File: src/rtl/issue_pkg.sv
package issue_pkg;
  localparam int WORD_W  = 32;
  localparam int PAY_W   = 30;
  localparam int SHORT_W = 15;
  localparam int KEY_W   = 6;
  localparam int PAD_W   = PAY_W - SHORT_W;

  typedef enum logic [2:0] {
    SLOT_NONE  = 3'd0,
    SLOT_LONG  = 3'd1,
    SLOT_LEFT  = 3'd2,
    SLOT_RIGHT = 3'd3,
    SLOT_LPAR  = 3'd4,
    SLOT_RPAR  = 3'd5
  } slot_t;

  typedef enum logic [1:0] {
    GATE_NONE = 2'd0,
    GATE_SEQ  = 2'd1,
    GATE_PAR  = 2'd2,
    GATE_COND = 2'd3
  } gate_t;

  typedef struct packed {
    slot_t              tag0;
    slot_t              tag1;
    logic [PAY_W-1:0]   pay0;
    logic [PAY_W-1:0]   pay1;
    logic               two;
    gate_t              gate;
  } plan_t;

  // Zero-extend one short half to the payload width.
  function automatic logic [PAY_W-1:0] widen(input logic [SHORT_W-1:0] s);
    return {{PAD_W{1'b0}}, s};
  endfunction

  // Condition-operation match on a decode key.
  function automatic logic key_match(input logic [KEY_W-1:0] k,
                                     input logic [KEY_W-1:0] msk,
                                     input logic [KEY_W-1:0] val);
    return (k & msk) == val;
  endfunction
endpackage

File: src/rtl/issue_classify.sv
module issue_classify
  import issue_pkg::*;
#(
  parameter logic [KEY_W-1:0] COND_MASK = 6'h3E,
  parameter logic [KEY_W-1:0] COND_KEY  = 6'h3E
) (
  input  logic [WORD_W-1:0] word,
  output plan_t             plan
);
  localparam int LHI = 2 * SHORT_W - 1;
  localparam int KLO = SHORT_W - KEY_W;

  logic [SHORT_W-1:0] left_h, right_h;
  logic               left_c, right_c;

  assign left_h  = word[LHI:SHORT_W];
  assign right_h = word[SHORT_W-1:0];
  assign left_c  = key_match(left_h[SHORT_W-1:KLO], COND_MASK, COND_KEY);
  assign right_c = key_match(right_h[SHORT_W-1:KLO], COND_MASK, COND_KEY);

  always_comb begin
    plan.tag0 = SLOT_LEFT;
    plan.tag1 = SLOT_RIGHT;
    plan.pay0 = widen(left_h);
    plan.pay1 = widen(right_h);
    plan.two  = 1'b1;
    plan.gate = GATE_SEQ;
    unique case (word[WORD_W-1:WORD_W-2])
      2'b11: begin
        plan.tag0 = SLOT_LONG;
        plan.tag1 = SLOT_NONE;
        plan.pay0 = word[PAY_W-1:0];
        plan.pay1 = '0;
        plan.two  = 1'b0;
        plan.gate = GATE_NONE;
      end
      2'b01: begin
        plan.gate = GATE_SEQ;
      end
      2'b10: begin
        plan.tag0 = SLOT_RIGHT;
        plan.tag1 = SLOT_LEFT;
        plan.pay0 = widen(right_h);
        plan.pay1 = widen(left_h);
        plan.gate = GATE_SEQ;
      end
      default: begin
        if (left_c) begin
          plan.gate = GATE_COND;
        end else if (right_c) begin
          plan.tag0 = SLOT_RIGHT;
          plan.tag1 = SLOT_LEFT;
          plan.pay0 = widen(right_h);
          plan.pay1 = widen(left_h);
          plan.gate = GATE_COND;
        end else begin
          plan.tag0 = SLOT_LPAR;
          plan.tag1 = SLOT_RPAR;
          plan.gate = GATE_PAR;
        end
      end
    endcase
  end
endmodule

File: src/rtl/issue_gate.sv
module issue_gate
  import issue_pkg::*;
(
  input  gate_t gate,
  input  logic  redirect,
  input  logic  exception,
  input  logic  cond,
  output logic  allow
);
  always_comb begin
    unique case (gate)
      GATE_SEQ:  allow = !(redirect || exception);
      GATE_PAR:  allow = !exception;
      GATE_COND: allow = cond;
      default:   allow = 1'b0;
    endcase
  end
endmodule

File: src/rtl/issue_keysel.sv
module issue_keysel
  import issue_pkg::*;
(
  input  logic             is_long,
  input  logic [KEY_W-1:0] long_field,
  input  logic [KEY_W-1:0] short_field,
  output logic [KEY_W-1:0] key
);
  assign key = is_long ? long_field : short_field;
endmodule

File: src/rtl/issue_seq.sv
module issue_seq
  import issue_pkg::*;
#(
  parameter logic [KEY_W-1:0] COND_MASK = 6'h3E,
  parameter logic [KEY_W-1:0] COND_KEY  = 6'h3E
) (
  input  logic              clk,
  input  logic              rst_n,
  input  logic              word_valid,
  input  logic [WORD_W-1:0] word_data,
  output logic              word_ready,
  output logic              op_valid,
  output logic [2:0]        op_slot,
  output logic [KEY_W-1:0]  op_key,
  output logic [PAY_W-1:0]  op_payload,
  input  logic              ex_done,
  input  logic              ex_redirect,
  input  logic              ex_exception,
  input  logic              ex_cond,
  output logic              word_done
);
  typedef enum logic [1:0] {ST_IDLE, ST_FIRST, ST_SECOND, ST_FIN} st_t;

  st_t   state;
  plan_t plan_new, plan_q;
  logic  allow;

  // Named events, used by the bound checker.
  logic in_first, in_second, evt_accept, evt_first_ack, evt_squash;
  logic pair_seq, pair_cond;

  issue_classify #(.COND_MASK(COND_MASK), .COND_KEY(COND_KEY)) u_cls (
    .word (word_data),
    .plan (plan_new)
  );

  issue_gate u_gate (
    .gate      (plan_q.gate),
    .redirect  (ex_redirect),
    .exception (ex_exception),
    .cond      (ex_cond),
    .allow     (allow)
  );

  assign in_first      = (state == ST_FIRST);
  assign in_second     = (state == ST_SECOND);
  assign evt_accept    = word_valid && (state == ST_IDLE);
  assign evt_first_ack = in_first && ex_done;
  assign evt_squash    = evt_first_ack && plan_q.two && !allow;
  assign pair_seq      = (plan_q.gate == GATE_SEQ);
  assign pair_cond     = (plan_q.gate == GATE_COND);

  always_ff @(posedge clk) begin
    if (!rst_n) begin
      state  <= ST_IDLE;
      plan_q <= '0;
    end else begin
      unique case (state)
        ST_IDLE: if (evt_accept) begin
          plan_q <= plan_new;
          state  <= ST_FIRST;
        end
        ST_FIRST: if (ex_done) begin
          state <= (plan_q.two && allow) ? ST_SECOND : ST_FIN;
        end
        ST_SECOND: if (ex_done) state <= ST_FIN;
        default: state <= ST_IDLE;
      endcase
    end
  end

  assign word_ready = (state == ST_IDLE);
  assign word_done  = (state == ST_FIN);
  assign op_valid   = in_first || in_second;

  always_comb begin
    op_slot    = SLOT_NONE;
    op_payload = '0;
    if (in_first) begin
      op_slot    = plan_q.tag0;
      op_payload = plan_q.pay0;
    end else if (in_second) begin
      op_slot    = plan_q.tag1;
      op_payload = plan_q.pay1;
    end
  end

  issue_keysel u_key (
    .is_long     (op_slot == SLOT_LONG),
    .long_field  (op_payload[PAY_W-1:PAY_W-KEY_W]),
    .short_field (op_payload[SHORT_W-1:SHORT_W-KEY_W]),
    .key         (op_key)
  );
endmodule

File: config.mk
export PLATFORM = sky130hd
export DESIGN_NAME = issue_seq
export DESIGN_NICKNAME = d
export VERILOG_FILES = /design/src/rtl/issue_pkg.sv /design/src/rtl/issue_classify.sv /design/src/rtl/issue_gate.sv /design/src/rtl/issue_keysel.sv /design/src/rtl/issue_seq.sv
export SDC_FILE = /design/constraint.sdc
export NUM_CORES = 1
export LEC_CHECK = 0
export BUFFER_PORTS_ARGS = -buffer_cell sky130_fd_sc_hd__buf_2
export CAP_MARGIN = 20
export CORE_MARGIN = 2
export CORE_UTILIZATION = 30
export DETAILED_ROUTE_END_ITERATION = 16
export GPL_TIMING_DRIVEN = 0
export SLEW_MARGIN = 15
export SYNTH_ARGS = -nofsm -noshare
export SYNTH_HDL_FRONTEND = slang
export SYNTH_HIERARCHICAL = 1
export SYNTH_SLANG_ARGS = --single-unit
File: constraint.sdc
create_clock -name clk -period 2.6 [get_ports clk]
set_clock_uncertainty 0.2 [all_clocks]
set_input_delay 0.52 -clock clk [delete_from_list [all_inputs] [get_ports clk]]
set_output_delay 0.52 -clock clk [all_outputs]
set_load 0.1 [all_outputs]
==> flow_metrics.py <==
metrics = {
    "floorplan": {
        "core-area_mm2": 0.0137,
        "row_count": 43,
        "dieArea_mm2": 0.0148,
        "die_y_um": 122,
        "dieWidth_um": 122,
        "io_pins": 81,
        "start_util_pct": 30.3,
    },
    "clock_network": {
        "clockBufferDepth": 2,
        "cts_max_level": 3,
        "worstSkewPairLatency_ps": 330,
        "tritoncts": "yes",
        "cts.clk_slew.worst_paths_ps": 60,
        "root_buffer": "clkbuf_16",
        "cts_buffers": 9,
        "cts.sinks": 71,
    },
    "outcome": {
        "status": "finished with violations",
        "failed_checks": "setup timing",
    },
    "synthesis": {
        "synth-edff-count": 0,
        "seq_area_frac_synth_pct": 34.2,
        "synth_area_leaders": "dfxtp_1 34%, nand2_1 19%, a21boi_0 11%",
        "synth_top_cell_by_area": "dfxtp_1",
        "avgSynthCellArea_um2": 7.52,
        "syn_area_mm2": 0.00416,
        "synth_cell_types": 38,
        "async_reset_ff_share_pct": 0,
        "ys_ff_latch": 71,
        "netlist.area_leader.share_pct": 34.2,
        "synth_warnings": 6,
        "yosysMostFrequentCell": "nand2_1",
        "ys.flop_type": "dfxtp_1",
        "yosys-top-cells-count": "216 x nand2_1, 71 x dfxtp_1, 59 x a21boi_0, 36 x o21ai_0",
        "synthesis.instances": 553,
    },
    "power_and_ir_drop": {
        "power.density_mw_per_mm2": 864,
        "leakage_nw": 2.43,
        "ir_worst_vdd_v": 0.000627,
        "p_total_mw": 5.09,
    },
    "timing": {
        "setup_viol": 6,
        "fin_tns_setup_ps": -1000,
        "period_share_pct": 107,
        "drv_slew": 0,
        "final_hold_viol_count": 0,
        "fmax_mhz": 360,
        "worst_slack_ps": -176,
        "period_needed_ps": 2780,
        "rsz0062_at_grt": "true",
    },
    "setup_path": {
        "reg2reg_slack_ps": 530,
        "crit_buf_inv": 4,
        "crit_path_start_kind": "flip-flop",
        "crit_type": "reg2out",
        "worstPathRequired_ps": 1880,
        "cp_top_family": "buffers and inverters",
        "max_stage_delay_ps": 360,
        "slowest_stage": "dfxtp_4",
        "worst_setup_path_end_kind": "primary output",
        "cpMostUsedCell": "buf_12",
        "crit_arrival_ps": 2060,
        "path_cells": "inv_4, ha_4, buf_12, nand2_4, o21ai_4, o21a_1, buf_6, mux2_4, buf_12",
        "critical_path_peak_fanout": 7,
    },
    "final_layout": {
        "final_area_mm2": 0.00589,
        "stdcell_count": 855,
        "fillers": 1395,
        "insertedDiodeCount": 0,
        "multi_input_area_mm2": 0.00267,
        "regArea_mm2": 0.00143,
        "drive_gt1_share_pct": 32.6,
        "syn_to_final_growth_pct": 41.6,
        "layout.nets": 720,
    },
    "global_route": {
        "grt_pass1_vias": 4003,
        "grt-ovfl-total": 0,
        "antenna_found_initial": 1,
        "grt_start_max_net_pins": 12,
        "grt_pass1_wl_um": 21100,
        "grt_usage_pct": 18.7,
    },
    "detailed_routing": {
        "postRouteAntennaNets": 0,
        "vias": 4111,
        "drt-initial-drc-count": 232,
        "drc": 0,
        "vias_per_cell": 4.81,
        "routed_wl_um": 13400,
        "avgRoutedWirePerCell_um": 15.6,
        "first_pass_iters": 4,
    },
    "place": {
        "place_inst": 826,
        "port_buffers": 79,
        "placed_area_mm2": 0.00509,
        "place.gp.congestion": 0.879,
        "place_hpwl_um": 10100,
    },
    "run": {
        "max_cap_violations": 0,
    },
    "min_path": {
        "hold_path_class": "reg2reg",
    },
}
tightest hold or removal path: stages, from the launching register on:
cell and delay, ps:
dfxtp_1 310, nand2_1 70, a21boi_2 50
worst paths after layout:
kind                    from    endpoint  depth (start not counted)
setup / recovery    state[1]   op_key[2]                          9
setup reg to reg    state[0]  plan_q[31]                          7
hold reg to reg   plan_q[41]  plan_q[41]                          2
hold / removal    plan_q[41]  plan_q[41]                          2
timing repair:
action / CTS / global route
pin swaps: 2 / 3
endpoints found under the setup margin: 39 / 28
gates resized for setup: 97 / 25
setup buffers: 13 / 2
endpoints found under the hold margin: 0 / 0
hold buffers: 0 / 0
cell usage in the layout (no fill, tap or decap), types with 4 or more instances in the layout:
master,instances
clkbuf_16,9
buf_6,25
buf_8,7
clkbuf_1,10
nand2b_1,5
clkbuf_4,4
a22o_1,25
inv_1,6
mux2_4,6
and2_1,15
nand2_1,212
a21boi_2,10
ha_1,8
a21boi_0,59
buf_2,49
o21ai_2,20
nor2_1,6
conb_1,15
buf_4,47
o21ai_4,13
dfxtp_1,69
buf_12,9
where the power goes:
group	internal, mW	switching (mW)	leakage, nW
Sequential	1.25	0.107	0.581
Clock	0.789	0.469	0.145
Combinational	0.794	1.68	1.70
Total	2.83	2.26	2.43
state kept, by name (all words and copies together) (netlist names):
register,cells
state,2
plan_q,69
cells by family (layout without fill, tap and decap cells):
family / Yosys count / count (layout) / synth area share (%)
DFF: 71 / 71 / 34.2
AOI/OAI and AO/OA: 145 / 145 / 25.8
adders and majority gates: 10 / 10 / 3.01
and+or+nand+nor: 252 / 252 / 25.0
other: 1 / 15 / 0.0901
buffers and inverters: 68 / 176 / 9.80
muxes: 6 / 6 / 2.17
metrics by stage:
stage	hold slack (ps)	utilization [%]	setup slack [ps]
5_1_grt	284	42.9	-227
6_report	261	42.9	-176
4_1_cts	265	42.2	-172
3_5_place_dp	257	37.1	-390
2_1_floorplan	244	-	-200
3_3_place_gp	251	37.1	-375
metal layers:
metal,GRT usage (%),vias up,wire length [um]
li1,-,2045,-
met1,24.5,1912,6070
met2,30.0,132,6140
met3,3.98,20,808
met4,7.26,2,338
met5,0,-,13
layout make-up:
| type | instances | share of cell area [%] |
|---|---|---|
| clock inverters | 3 | 0.722 |
| plain buffers | 59 | 6.97 |
| inverters | 8 | 0.552 |
| flip-flops and latches | 71 | 24.3 |
| repair buffers | 94 | 14.1 |
| well taps | 180 | 3.82 |
| clock buffers | 12 | 4.35 |
| multi-input cells | 428 | 45.2 |
Power figures use the tool's default switching activity.
